File: src/rtl/synth_cfg_pkg.sv
package synth_cfg_pkg;
  localparam int M_W  = 9;
  localparam int N_W  = 2;
  localparam int SS_W = 6;

  typedef struct packed {
    logic [M_W-1:0]  m;
    logic [N_W-1:0]  n;
    logic            up;
    logic            dn;
    logic [SS_W-1:0] ss;
  } syn_cfg_t;

  localparam syn_cfg_t CFG_RESET = '{m: 9'd256, n: 2'd0, up: 1'b0, dn: 1'b0, ss: 6'd0};
endpackage

File: src/rtl/cs_sync.sv
module cs_sync #(
  parameter int W      = 2,
  parameter int STAGES = 2
) (
  input  logic         clk,
  input  logic         rst_n,
  input  logic [W-1:0] d,
  output logic [W-1:0] q
);
  logic [W-1:0] st [STAGES];

  generate
    for (genvar i = 0; i < STAGES; i++) begin : g_stage
      always_ff @(posedge clk or negedge rst_n) begin
        if (!rst_n) st[i] <= '1;
        else if (i == 0) st[i] <= d;
        else st[i] <= st[(i == 0) ? 0 : i-1];
      end
    end
  endgenerate

  assign q = st[STAGES-1];
endmodule

File: src/rtl/cs_i2c_rx.sv
module cs_i2c_rx #(
  parameter int         PAYLOAD   = 3,
  parameter logic [6:0] ADDR_BASE = 7'h6C,
  parameter logic [6:0] ADDR_ALT  = 7'h6E
) (
  input  logic                 clk,
  input  logic                 rst_n,
  input  logic                 scl_s,
  input  logic                 sda_s,
  input  logic                 addr_sel,
  output logic                 sda_oe,
  output logic                 commit,
  output logic [PAYLOAD*8-1:0] stage_o
);
  localparam int DATA_BYTES = PAYLOAD + 1;
  localparam int IDX_W      = $clog2(DATA_BYTES + 4);
  localparam logic [IDX_W-1:0] IDX_MAX = '1;

  logic scl_q, sda_q;
  logic active, skip, got_all;
  logic [3:0] bit_cnt;
  logic [IDX_W-1:0] byte_idx;
  logic [7:0] shreg;
  logic [PAYLOAD-1:0][7:0] stg;

  wire start_ev = scl_s & scl_q & sda_q & ~sda_s;
  wire stop_ev  = scl_s & scl_q & ~sda_q & sda_s;
  wire scl_rise = scl_s & ~scl_q;
  wire scl_fall = ~scl_s & scl_q;
  wire [6:0] my_addr = addr_sel ? ADDR_ALT : ADDR_BASE;
  wire addr_ok = (shreg[7:1] == my_addr) && !shreg[0];

  always_ff @(posedge clk or negedge rst_n) begin
    if (!rst_n) begin
      scl_q <= 1'b1; sda_q <= 1'b1;
      active <= 1'b0; skip <= 1'b0; got_all <= 1'b0;
      bit_cnt <= '0; byte_idx <= '0; shreg <= '0; stg <= '0;
      sda_oe <= 1'b0; commit <= 1'b0;
    end else begin
      scl_q  <= scl_s;
      sda_q  <= sda_s;
      commit <= 1'b0;
      if (start_ev) begin
        active <= 1'b1; skip <= 1'b0; got_all <= 1'b0;
        bit_cnt <= '0; byte_idx <= '0; sda_oe <= 1'b0;
      end else if (stop_ev) begin
        commit  <= active & got_all & ~skip;
        active  <= 1'b0; got_all <= 1'b0; sda_oe <= 1'b0;
      end else if (active && !skip) begin
        if (scl_rise) begin
          if (bit_cnt == 4'd8) begin
            bit_cnt <= '0;
            if (byte_idx != IDX_MAX) byte_idx <= byte_idx + 1'b1;
          end else begin
            shreg   <= {shreg[6:0], sda_s};
            bit_cnt <= bit_cnt + 4'd1;
          end
        end else if (scl_fall) begin
          if (bit_cnt == 4'd8) begin
            if (byte_idx == '0) begin
              if (addr_ok) sda_oe <= 1'b1;
              else skip <= 1'b1;
            end else if (byte_idx <= IDX_W'(DATA_BYTES)) begin
              sda_oe <= 1'b1;
              for (int k = 0; k < PAYLOAD; k++)
                if (byte_idx == IDX_W'(k + 2)) stg[k] <= shreg;
              if (byte_idx == IDX_W'(DATA_BYTES)) got_all <= 1'b1;
            end
          end else if (bit_cnt == 4'd0) begin
            sda_oe <= 1'b0;
          end
        end
      end
    end
  end

  assign stage_o = stg;

  p_oe_scl_low_r2: assert property (@(posedge clk) disable iff (!rst_n)
    $rose(sda_oe) |-> !scl_s);
  p_no_ack_extra_r3: assert property (@(posedge clk) disable iff (!rst_n)
    $rose(sda_oe) |-> byte_idx <= IDX_W'(DATA_BYTES));
  p_idle_quiet_r1: assert property (@(posedge clk) disable iff (!rst_n)
    !active |-> !sda_oe);
  p_commit_full_r5: assert property (@(posedge clk) disable iff (!rst_n)
    commit |-> !active && $past(got_all));
endmodule

File: src/rtl/cs_cfg_regs.sv
module cs_cfg_regs
  import synth_cfg_pkg::*;
#(
  parameter int PAYLOAD = 3
) (
  input  logic                 clk,
  input  logic                 rst_n,
  input  logic                 pl_n,
  input  logic [M_W-1:0]       strap_m,
  input  logic [N_W-1:0]       strap_n,
  input  logic                 commit,
  input  logic [PAYLOAD*8-1:0] stage,
  output syn_cfg_t             cfg
);
  logic pl_q;
  wire [7:0] byte_a = stage[7:0];
  wire [7:0] byte_b = stage[15:8];
  wire [7:0] byte_c = stage[23:16];
  logic unused_bits;
  assign unused_bits = ^byte_b[7:3];

  always_ff @(posedge clk or negedge rst_n) begin
    if (!rst_n) begin
      cfg  <= CFG_RESET;
      pl_q <= 1'b1;
    end else begin
      pl_q <= pl_n;
      if (!pl_q) begin
        cfg.m  <= strap_m;
        cfg.n  <= strap_n;
        cfg.up <= 1'b0;
        cfg.dn <= 1'b0;
      end else if (commit) begin
        cfg.m  <= {byte_a[5:0], byte_b[2:0]};
        cfg.n  <= byte_a[7:6];
        cfg.up <= byte_c[7];
        cfg.dn <= byte_c[6];
        cfg.ss <= byte_c[5:0];
      end
    end
  end

  p_spread_off_r8: assert property (@(posedge clk) disable iff (!rst_n)
    !pl_q |=> !cfg.up && !cfg.dn);
  p_follow_r7: assert property (@(posedge clk) disable iff (!rst_n)
    !pl_q |=> cfg.m == $past(strap_m) && cfg.n == $past(strap_n));
  p_hold_r7: assert property (@(posedge clk) disable iff (!rst_n)
    (pl_q && !commit) |=> $stable(cfg));
endmodule

File: src/rtl/synth_cfg_i2c.sv
module synth_cfg_i2c
  import synth_cfg_pkg::*;
#(
  parameter int         SYNC_STAGES = 2,
  parameter int         PAYLOAD     = 3,
  parameter logic [6:0] ADDR_BASE   = 7'h6C,
  parameter logic [6:0] ADDR_ALT    = 7'h6E
) (
  input  logic            clk,
  input  logic            rst_n,
  input  logic            scl_i,
  input  logic            sda_i,
  output logic            sda_oe,
  input  logic            addr_sel,
  input  logic            strap_load_n,
  input  logic [M_W-1:0]  strap_m,
  input  logic [N_W-1:0]  strap_n,
  output logic [M_W-1:0]  m_div,
  output logic [N_W-1:0]  n_sel,
  output logic            spread_up,
  output logic            spread_dn,
  output logic [SS_W-1:0] spread_amt
);
  logic [1:0] bus_s;
  logic commit;
  logic [PAYLOAD*8-1:0] stage;
  syn_cfg_t cfg;

  cs_sync #(.W(2), .STAGES(SYNC_STAGES)) u_sync (
    .clk(clk), .rst_n(rst_n), .d({scl_i, sda_i}), .q(bus_s));

  cs_i2c_rx #(.PAYLOAD(PAYLOAD), .ADDR_BASE(ADDR_BASE), .ADDR_ALT(ADDR_ALT)) u_rx (
    .clk(clk), .rst_n(rst_n), .scl_s(bus_s[1]), .sda_s(bus_s[0]),
    .addr_sel(addr_sel), .sda_oe(sda_oe), .commit(commit), .stage_o(stage));

  cs_cfg_regs #(.PAYLOAD(PAYLOAD)) u_cfg (
    .clk(clk), .rst_n(rst_n), .pl_n(strap_load_n), .strap_m(strap_m),
    .strap_n(strap_n), .commit(commit), .stage(stage), .cfg(cfg));

  assign m_div      = cfg.m;
  assign n_sel      = cfg.n;
  assign spread_up  = cfg.up;
  assign spread_dn  = cfg.dn;
  assign spread_amt = cfg.ss;
endmodule

File: config.mk
export PLATFORM = sky130hd
export DESIGN_NAME = synth_cfg_i2c
export DESIGN_NICKNAME = d
export VERILOG_FILES = /design/src/rtl/synth_cfg_pkg.sv /design/src/rtl/cs_sync.sv /design/src/rtl/cs_i2c_rx.sv /design/src/rtl/cs_cfg_regs.sv /design/src/rtl/synth_cfg_i2c.sv
export SDC_FILE = /design/constraint.sdc
export NUM_CORES = 1
export LEC_CHECK = 0
export ABC_AREA = 0
export BUFFER_PORTS_ARGS = -buffer_cell sky130_fd_sc_hd__buf_4
export CORE_UTILIZATION = 55
export CTS_CLUSTER_SIZE = 8
export DETAILED_ROUTE_END_ITERATION = 10
export MAX_ROUTING_LAYER = met4
export PLACE_DENSITY = 0.76
export SLEW_MARGIN = 10
export SYNTH_ARGS = -nofsm -noshare
export SYNTH_HDL_FRONTEND = slang
export SYNTH_SLANG_ARGS = --single-unit
File: constraint.sdc
create_clock -name clk -period 1.9 [get_ports clk]
set_input_delay 0.285 -clock clk [delete_from_list [all_inputs] [get_ports clk]]
set_output_delay 0.285 -clock clk [all_outputs]
set_load 0.05 [all_outputs]
==> impl_metrics.env, run 1 <==
export IMPL_status="completed"
export IMPL_setup_tns_ps=0
export IMPL_synthesis_area_um2=2850
export IMPL_p_total_mw=3.60
export IMPL_cpPeakStageDelay_ps=430
export IMPL_crit_family="simple AND/OR/NAND/NOR gates"
export IMPL_ys_seq_area_frac=0.574
export IMPL_grt_ovfl_total=0
export IMPL_h_tree_depth=3
export IMPL_synth_edf_count=0
export IMPL_antenna_cells=0
export IMPL_final_period_utilization=0.935
export IMPL_num_rows=25
export IMPL_maxSlewViolCount=0
export IMPL_hp_class="input port to flop"
export IMPL_postSynthCellCount=219
export IMPL_nets=286
export IMPL_whs_endpoint="u_cfg.pl_q$_DFF_PN1_"
export IMPL_r2r_start="u_rx.byte_idx[0]$_DFFE_PN0P_"
export IMPL_dp_cells=317
export IMPL_cts_tree="yes"
export IMPL_die_x_um=74.0
export IMPL_synth_warnings=0
export IMPL_timing_final_ws_setup_ps=124
export IMPL_antenna_found_initial=0
export IMPL_grt_max_degree=39
export IMPL_clock_skew_ps=9.70
export IMPL_r2r_end="u_rx.stage_o[20]$_DFFE_PN0P_"
export IMPL_fmax_mhz=563
export IMPL_io_pins=37
export IMPL_path_max_fanout=8
export IMPL_path_cells="inv_1 > ha_1 > nor4bb_2 > nand3_2 > mux2_2"
export IMPL_worstHoldStart="strap_load_n"
export IMPL_post_route_drc_count=0
export IMPL_cp_arrival_ps=2000
export IMPL_clock_latency_ps=340
export IMPL_hold_ws_ps=52.4
export IMPL_ys_async_sr_fraction=1.00
export IMPL_port_buffers=36
export IMPL_power_leakage_nw=1.58
export IMPL_r2r_worst_path_cells=5
export IMPL_power_density_nw_per_um2=1060
export IMPL_ys_seq_elements=65
export IMPL_use_met1=0.295
export IMPL_postCtsSetupBuffers=0
export IMPL_grt_pass1_wl_um=8500
export IMPL_layout_drive_gt1_share=0.383
export IMPL_fp_dieH_um=74.0
export IMPL_grt_pass1_vias=1758
export IMPL_synth_cell_types=43
export IMPL_end_kind="flop"
export IMPL_grt_usage=0.224
export IMPL_area_growth_syn_to_layout_pct=18.5
export IMPL_root_buffer="clkbuf_8"
export IMPL_drt_wl_total_um=5190
export IMPL_cts_buffers=9
export IMPL_hold_depth=1
export IMPL_min_period_ps=1780
export IMPL_dp_slack_ps=84.1
export IMPL_cp_start_kind="flop"
export IMPL_cts_sinks=65
export IMPL_path_buf_inv=1
export IMPL_place_area_um2=3200
export IMPL_place_gp_congestion=0.852
export IMPL_fillers=351
export IMPL_final_antenna_net_count=0
export IMPL_via_per_inst=5.46
export IMPL_drt_pass1_iter_count=4
export IMPL_dp_hpwl_um=3550
export IMPL_fin_cells=333
export IMPL_worstPathRequired_ps=2120
export IMPL_peakVddDrop_mv=0.716
export IMPL_grt_most_used_layer="met2"
export IMPL_final_cell_area_um2=3380
export IMPL_yosys_most_used_dff="dfrtp_1"
export IMPL_wl_per_cell_um=15.6
export IMPL_slew_headroom=0.607
export IMPL_crit_slowest_cell="dfrtp_1"
export IMPL_met3_usage=0.0447
export IMPL_core_area_um2=4850
export IMPL_grt_use_met2=0.328
export IMPL_finalSetupViolCount=0
export IMPL_syn_num_nets=243
export IMPL_clk_transition_reported_paths_ps=70
export IMPL_rrSetupSlack_ps=120
export IMPL_maxCapViolations=0
export IMPL_vias=1819
export IMPL_initial_core_util=0.588
export IMPL_clk_path_buf_depth=2
export IMPL_worstSetupPathType="flop to flop"
export IMPL_max_slew_worst_pin_slew_ps=589
export IMPL_hold_viol=0
export IMPL_final_util=0.697
export IMPL_dr_first_iter_drc_count=134
export IMPL_syn_mean_instance_area_um2=13.0
export IMPL_die_area_um2=5480
flip-flops by register name (all words and copies together) (netlist names):
register       count
u_rx.bit_cnt       4
u_rx.got_all       1
u_rx.scl_q         1
u_rx.sda_oe        1
u_rx.shreg         8
u_sync.st          2
u_cfg.cfg         19
u_rx.byte_idx      3
u_rx.active        1
u_rx.commit        1
u_sync.q           2
u_rx.sda_q         1
u_rx.skip          1
u_rx.stage_o      19
u_cfg.pl_q         1
report_power, final:
part	switching, mW	internal [mW]	total [mW]
Sequential	0.225	1.57	1.79
Clock	0.493	0.498	0.991
Combinational	0.439	0.374	0.813
placed cells by master (no fill, tap or decap), drive strengths merged, types with 3 or more instances in the layout:
| cell type | n |
|---|---|
| mux2i | 17 |
| or3 | 3 |
| o21ai | 3 |
| ha | 7 |
| nand2 | 7 |
| nor2 | 13 |
| dfrtp | 57 |
| clkbuf | 12 |
| dfstp | 8 |
| a21oi | 14 |
| nand4 | 3 |
| nor3b | 3 |
| nand3b | 3 |
| nand3 | 4 |
| buf | 41 |
| mux2 | 33 |
| inv | 8 |
| nor2b | 3 |
worst max-delay path by stage:
stage	start	end	cells past startpoint
6_report	u_rx.byte_idx[0]$_DFFE_PN0P_	u_rx.stage_o[20]$_DFFE_PN0P_	5
5_1_grt	u_rx.byte_idx[0]$_DFFE_PN0P_	u_rx.stage_o[22]$_DFFE_PN0P_	5
4_1_cts	u_rx.bit_cnt[0]$_DFFE_PN0P_	u_rx.stage_o[20]$_DFFE_PN0P_	5
3_5_place_dp	u_rx.bit_cnt[0]$_DFFE_PN0P_	u_rx.stage_o[20]$_DFFE_PN0P_	5
3_3_place_gp	u_rx.byte_idx[0]$_DFFE_PN0P_	u_rx.stage_o[21]$_DFFE_PN0P_	5
2_1_floorplan	u_rx.bit_cnt[0]$_DFFE_PN0P_	u_rx.bit_cnt[2]$_DFFE_PN0P_	6
logic make-up after synthesis:
group | count (synthesis) | synth area share
compound gates | 25 | 0.0522
simple gates | 51 | 0.114
buf+inv | 18 | 0.0303
mux | 50 | 0.190
xor+xnor | 3 | 0.00921
fa+ha+maj | 7 | 0.0307
flops | 65 | 0.574
repair_timing:
item                       4_1_cts  5_1_grt
hold endpoints to repair        23        0
gates resized for setup          0        2
hold buffers                     1        0
setup endpoints to repair        0        8
synthesized netlist by cell type, types with 2 or more instances:
cell	instances	area share
nand2_1	7	0.0092
xnor2_1	2	0.0061
mux2i_1	17	0.060
nand4_1	2	0.0044
nand3b_1	3	0.0079
nor3b_1	2	0.0053
a31oi_1	2	0.0044
inv_1	8	0.011
dfstp_2	8	0.074
buf_2	3	0.0053
mux2_2	33	0.13
clkbuf_1	4	0.0053
nor2_1	13	0.017
ha_1	7	0.031
a21oi_1	14	0.025
or3_1	3	0.0066
dfrtp_1	57	0.50
nand2b_1	2	0.0044
nor2b_1	3	0.0066
o21ai_0	3	0.0053
buf_4	2	0.0053
nand3_1	3	0.0053
final cells by class:
cell class / instances / area [um^2] / share of cell area
clock inverters: 3 / 17.5 / 0.00518
inverters: 8 / 30.0 / 0.00888
flip-flops and latches: 65 / 1640 / 0.484
clock buffers: 12 / 145 / 0.0429
well taps: 67 / 83.8 / 0.0248
multi-input cells: 136 / 1140 / 0.336
repair buffers: 42 / 330 / 0.0977
routing by layer:
layer	wire length [um]	share of wire
met5	0	0
met2	2310	0.44
met1	2620	0.51
met3	167	0.032
met4	91	0.018
worst register-to-register path: stages, from the launching register on:
cell	delay, ps
dfrtp_1	430
inv_1	110
ha_1	270
nor4bb_2	270
nand3_2	250
mux2_2	340
Power figures use the tool's default switching activity.
==> inputs of run 2 (changes only) <==
MAX_ROUTING_LAYER = not set   (was met4)
==> run 2 against run 1 <==
Net effect: clock-buffer cell count unchanged; register-to-register slack about the same; largest cell class unchanged; critical endpoint unchanged; sequential share of layout area unchanged; critical path depth unchanged; combinational power about the same; largest power group unchanged; global-route usage down 0.62 points; first-iteration DRC count down 6.0%; sequential cell count unchanged; wire length up 0.87%.
==> impl_metrics.env, run 2 (synthesis results as in run 1) <==
export IMPL_fillers=351
export IMPL_root_buffer="clkbuf_8"
export IMPL_multi_input_area_um2=1140
export IMPL_cp_start_kind="flop"
export IMPL_status="completed"
export IMPL_num_rows=25
export IMPL_power_leakage_nw=1.58
export IMPL_fin_cells=333
export IMPL_seq_area_um2=1640
export IMPL_h_tree_depth=3
export IMPL_dr_first_iter_drc_count=126
export IMPL_maxSlewViolCount=0
export IMPL_cp_arrival_ps=2000
export IMPL_wl_per_cell_um=15.7
export IMPL_drt_wl_total_um=5230
export IMPL_mostFrequentLayoutCell="dfrtp_1"
export IMPL_worstPathRequired_ps=2120
export IMPL_grt_max_degree=39
export IMPL_hold_viol=0
export IMPL_cts_buffers=9
export IMPL_clk_path_buf_depth=2
export IMPL_timing_final_ws_setup_ps=125
export IMPL_final_period_utilization=0.934
export IMPL_drt_pass1_iter_count=4
export IMPL_finalSetupViolCount=0
export IMPL_grt_pass1_wl_um=8500
export IMPL_port_buffers=36
export IMPL_clock_skew_ps=10.4
export IMPL_layout_drive_gt1_share=0.383
export IMPL_hp_class="input port to flop"
export IMPL_dp_slack_ps=84.1
export IMPL_end_kind="flop"
export IMPL_fmax_mhz=563
export IMPL_power_density_nw_per_um2=1070
export IMPL_antenna_cells=0
export IMPL_peakVddDrop_mv=0.718
export IMPL_max_slew_worst_pin_slew_ps=578
export IMPL_area_growth_syn_to_layout_pct=18.5
export IMPL_final_util=0.697
export IMPL_via_per_inst=5.47
export IMPL_die_area_um2=5480
export IMPL_antenna_found_initial=0
export IMPL_io_pins=37
export IMPL_place_gp_congestion=0.839
export IMPL_fp_dieH_um=74.0
export IMPL_vias=1822
export IMPL_final_antenna_net_count=0
export IMPL_clk_transition_reported_paths_ps=70
export IMPL_maxCapViolations=0
export IMPL_grt_pass1_vias=1760
export IMPL_slew_headroom=0.614
export IMPL_layout_common_cells="dfrtp_1, buf_4, mux2_2"
export IMPL_clock_latency_ps=340
export IMPL_nets=286
export IMPL_post_route_drc_count=0
export IMPL_dp_cells=317
export IMPL_cts_tree="yes"
export IMPL_worstSetupPathType="flop to flop"
export IMPL_die_x_um=74.0
export IMPL_min_period_ps=1770
export IMPL_core_area_um2=4850
export IMPL_path_max_fanout=8
export IMPL_setup_tns_ps=0
export IMPL_initial_core_util=0.588
export IMPL_cts_sinks=65
export IMPL_dp_hpwl_um=3550
export IMPL_grt_ovfl_total=0
export IMPL_grt_usage=0.218
[run 2: cell counts in the layout (fill, tap and decap cells not counted)]
Identical to the previous run, type by type.
[run 2: where the power goes]
part	switching [mW]	total (mW)	internal, mW
registers	0.225	1.79	1.57
logic	0.439	0.813	0.374
clock network	0.497	0.995	0.498
[run 2: layout make-up]
type | instances | share of cell area
flip-flops and latches | 65 | 0.484
clock buffers | 12 | 0.0429
clock inverters | 3 | 0.00518
well taps | 67 | 0.0248
repair buffers | 42 | 0.0977
inverters | 8 | 0.00888
multi-input cells | 136 | 0.336
[run 2: timing repair]
item | in CTS | in global routing
hold endpoints to repair | 23 | 0
setup endpoints to repair | 0 | 8
resized for setup | 0 | 2
setup buffers | 0 | 0
hold buffers | 1 | 0
[run 2: layer usage]
metal  vias to the layer above  share of wire  track usage  routed length (um)
met5                         -              0            0                   0
met4                         0          0.021        0.109                 109
met3                        10          0.034       0.0569                 176
met2                        35           0.44        0.327                2290
met1                       902           0.51        0.296                2650
li1                        875              -            -                   -
[run 2: worst max-delay path, cell delays in order (launching register included)]
cell and delay [ps]:
dfrtp_1 430, inv_1 110, ha_1 270, nor4bb_2 260, nand3_2 250, mux2_2 340
[run 2: worst paths after layout]
check,startpoint,end,slack (ps),cells after the start
max,u_rx.byte_idx[0]$_DFFE_PN0P_,u_rx.stage_o[20]$_DFFE_PN0P_,130,5
min,strap_load_n,u_cfg.pl_q$_DFF_PN1_,50,1
max reg2reg,u_rx.byte_idx[0]$_DFFE_PN0P_,u_rx.stage_o[20]$_DFFE_PN0P_,130,5
min reg2reg,u_sync.st[2]$_DFF_PN1_,u_sync.q[0]$_DFF_PN1_,350,0
max in group asynchronous,rst_n,u_sync.q[1]$_DFF_PN1_,900,3
min in group asynchronous,rst_n,u_cfg.cfg[8]$_DFFE_PN0P_,410,2
[run 2: per-stage QoR]
stage | hold slack (ps) | total power [mW] | cell area (um^2)
2_1_floorplan | -10.6 | 2.36 | 2850
3_3_place_gp | 228 | 2.59 | 3200
3_5_place_dp | 233 | 2.62 | 3200
4_1_cts | 36.9 | 3.62 | 3370
5_1_grt | 40.6 | 3.80 | 3380
6_report | 49.4 | 3.60 | 3380
==> inputs of run 3 (changes only) <==
clock period = 2.3 ns   (was 1.9 ns; I/O delays follow)
==> run 3 against run 2 <==
Net effect: cell count fell by 0.90%; wire length shrank 3.9%; via count fell by 1.4%; die area stayed put; sequential share of layout area stayed put; maximum frequency is 2.1% lower; critical endpoint is now u_rx.stage_o[18]$_DFFE_PN0P_; global-route usage shrank 0.64 points; sequential cell count unchanged; highest routed layer unchanged; non-clock buffer count decreased by 4; register-to-register slack better by 360 ps.
==> impl_metrics.env, run 3 (synthesis results as in run 1) <==
export IMPL_status="completed"
export IMPL_nets=282
export IMPL_grt_max_degree=66
export IMPL_root_buffer="clkbuf_8"
export IMPL_area_growth_syn_to_layout_pct=18.5
export IMPL_drt_wl_total_um=5030
export IMPL_p_total_mw=3.13
export IMPL_final_cell_area_um2=3380
export IMPL_cts_tree="yes"
export IMPL_rsz0062_at_grt="no"
export IMPL_die_area_um2=5480
export IMPL_dr_first_iter_drc_count=68
export IMPL_worstPathRequired_ps=2510
export IMPL_cts_resized=0
export IMPL_cpPeakStageDelay_ps=420
export IMPL_wl_per_cell_um=15.2
export IMPL_initial_core_util=0.588
export IMPL_vias=1797
export IMPL_r2r_start="u_rx.byte_idx[0]$_DFFE_PN0P_"
export IMPL_setup_tns_ps=0
export IMPL_cts_hold_buf=0
export IMPL_port_buffers=36
export IMPL_r2r_worst_path_cells=5
export IMPL_end_kind="flop"
export IMPL_die_x_um=74.0
export IMPL_slew_headroom=0.475
export IMPL_grt_pass1_wl_um=8360
export IMPL_antenna_cells=0
export IMPL_core_area_um2=4850
export IMPL_maxSlewViolCount=0
export IMPL_final_period_utilization=0.788
export IMPL_mostFrequentLayoutCell="dfrtp_1"
export IMPL_path_cells="inv_1 > ha_1 > nor4bb_1 > nand3_2 > mux2_2"
export IMPL_via_per_inst=5.45
export IMPL_rrSetupSlack_ps=490
export IMPL_cp_start_kind="flop"
export IMPL_cts_sinks=65
export IMPL_max_slew_worst_pin_slew_ps=787
export IMPL_place_gp_congestion=0.838
export IMPL_drt_pass1_iter_count=4
export IMPL_clk_path_buf_depth=2
export IMPL_layout_drive_gt1_share=0.380
export IMPL_layout_common_cells="dfrtp_1, buf_4, mux2_2"
export IMPL_startpoint="u_rx.byte_idx[0]$_DFFE_PN0P_"
export IMPL_peakVddDrop_mv=0.501
export IMPL_final_antenna_net_count=0
export IMPL_hold_ws_ps=86.2
export IMPL_worstSetupPathType="flop to flop"
export IMPL_maxCapViolations=0
export IMPL_grt_pass1_vias=1722
export IMPL_dp_hpwl_um=3370
export IMPL_postCtsSetupBuffers=0
export IMPL_h_tree_depth=3
export IMPL_min_period_ps=1810
export IMPL_power_density_nw_per_um2=925
export IMPL_final_util=0.697
export IMPL_fmax_mhz=552
export IMPL_crit_slowest_cell="dfrtp_1"
export IMPL_clock_latency_ps=340
export IMPL_finalSetupViolCount=0
export IMPL_path_max_fanout=8
export IMPL_fp_dieH_um=74.0
export IMPL_power_leakage_nw=1.58
export IMPL_cp_arrival_ps=2030
export IMPL_post_route_drc_count=0
export IMPL_hp_class="input port to async pin"
export IMPL_num_rows=25
export IMPL_io_pins=37
export IMPL_clock_skew_ps=10.0
export IMPL_antenna_found_initial=0
export IMPL_grt_usage=0.212
export IMPL_r2r_end="u_rx.stage_o[18]$_DFFE_PN0P_"
export IMPL_place_area_um2=3170
export IMPL_clk_transition_reported_paths_ps=70
export IMPL_cts_buffers=9
export IMPL_hold_viol=0
export IMPL_fillers=362
export IMPL_grt_ovfl_total=0
[run 3: critical path: cells and delay by family (launching register included)]
family / cells / cell delay (ps)
buffers and inverters: 1 / 100
muxes: 1 / 340
and+or+nand+nor: 2 / 560
adders and majority gates: 1 / 260
DFF: 1 / 420
[run 3: how the worst max path moves through the flow]
stage                                   end  cells past startpoint  slack (ps)
6_report       u_rx.stage_o[18]$_DFFE_PN0P_                      5         490
5_1_grt        u_rx.stage_o[16]$_DFFE_PN0P_                      5         330
4_1_cts        u_rx.stage_o[16]$_DFFE_PN0P_                      5         480
3_5_place_dp   u_rx.stage_o[16]$_DFFE_PN0P_                      5         500
3_3_place_gp   u_rx.stage_o[21]$_DFFE_PN0P_                      5         470
2_1_floorplan   u_rx.bit_cnt[2]$_DFFE_PN0P_                      6         710
[run 3: routing by layer]
metal / track usage / vias to the layer above / part of all wire
li1: - / 863 / -
met1: 0.301 / 888 / 0.49
met2: 0.300 / 34 / 0.45
met3: 0.0461 / 12 / 0.031
met4: 0.126 / 0 / 0.024
met5: 0 / - / 0
[run 3: final cells by class]
type | instances | area (um^2) | share of cell area
Sequential cell | 65 | 1640 | 0.484
Multi-Input combinational cell | 136 | 1130 | 0.334
Timing Repair Buffer | 38 | 285 | 0.0844
Clock buffer | 12 | 165 | 0.0489
Tap cell | 67 | 83.8 | 0.0248
Clock inverter | 4 | 50.0 | 0.0148
Inverter | 8 | 30.0 | 0.00888
[run 3: metrics by stage]
stage          cells  worst slack (ps)
2_1_floorplan    219               715
3_3_place_gp     314               469
3_5_place_dp     314               499
4_1_cts          330               475
5_1_grt          330               328
6_report         330               488
[run 3: where the power goes]
part           total [mW]  internal (mW)  switching [mW]
clock                1.01          0.587           0.423
combinational       0.623          0.288           0.335
sequential           1.50           1.30           0.199
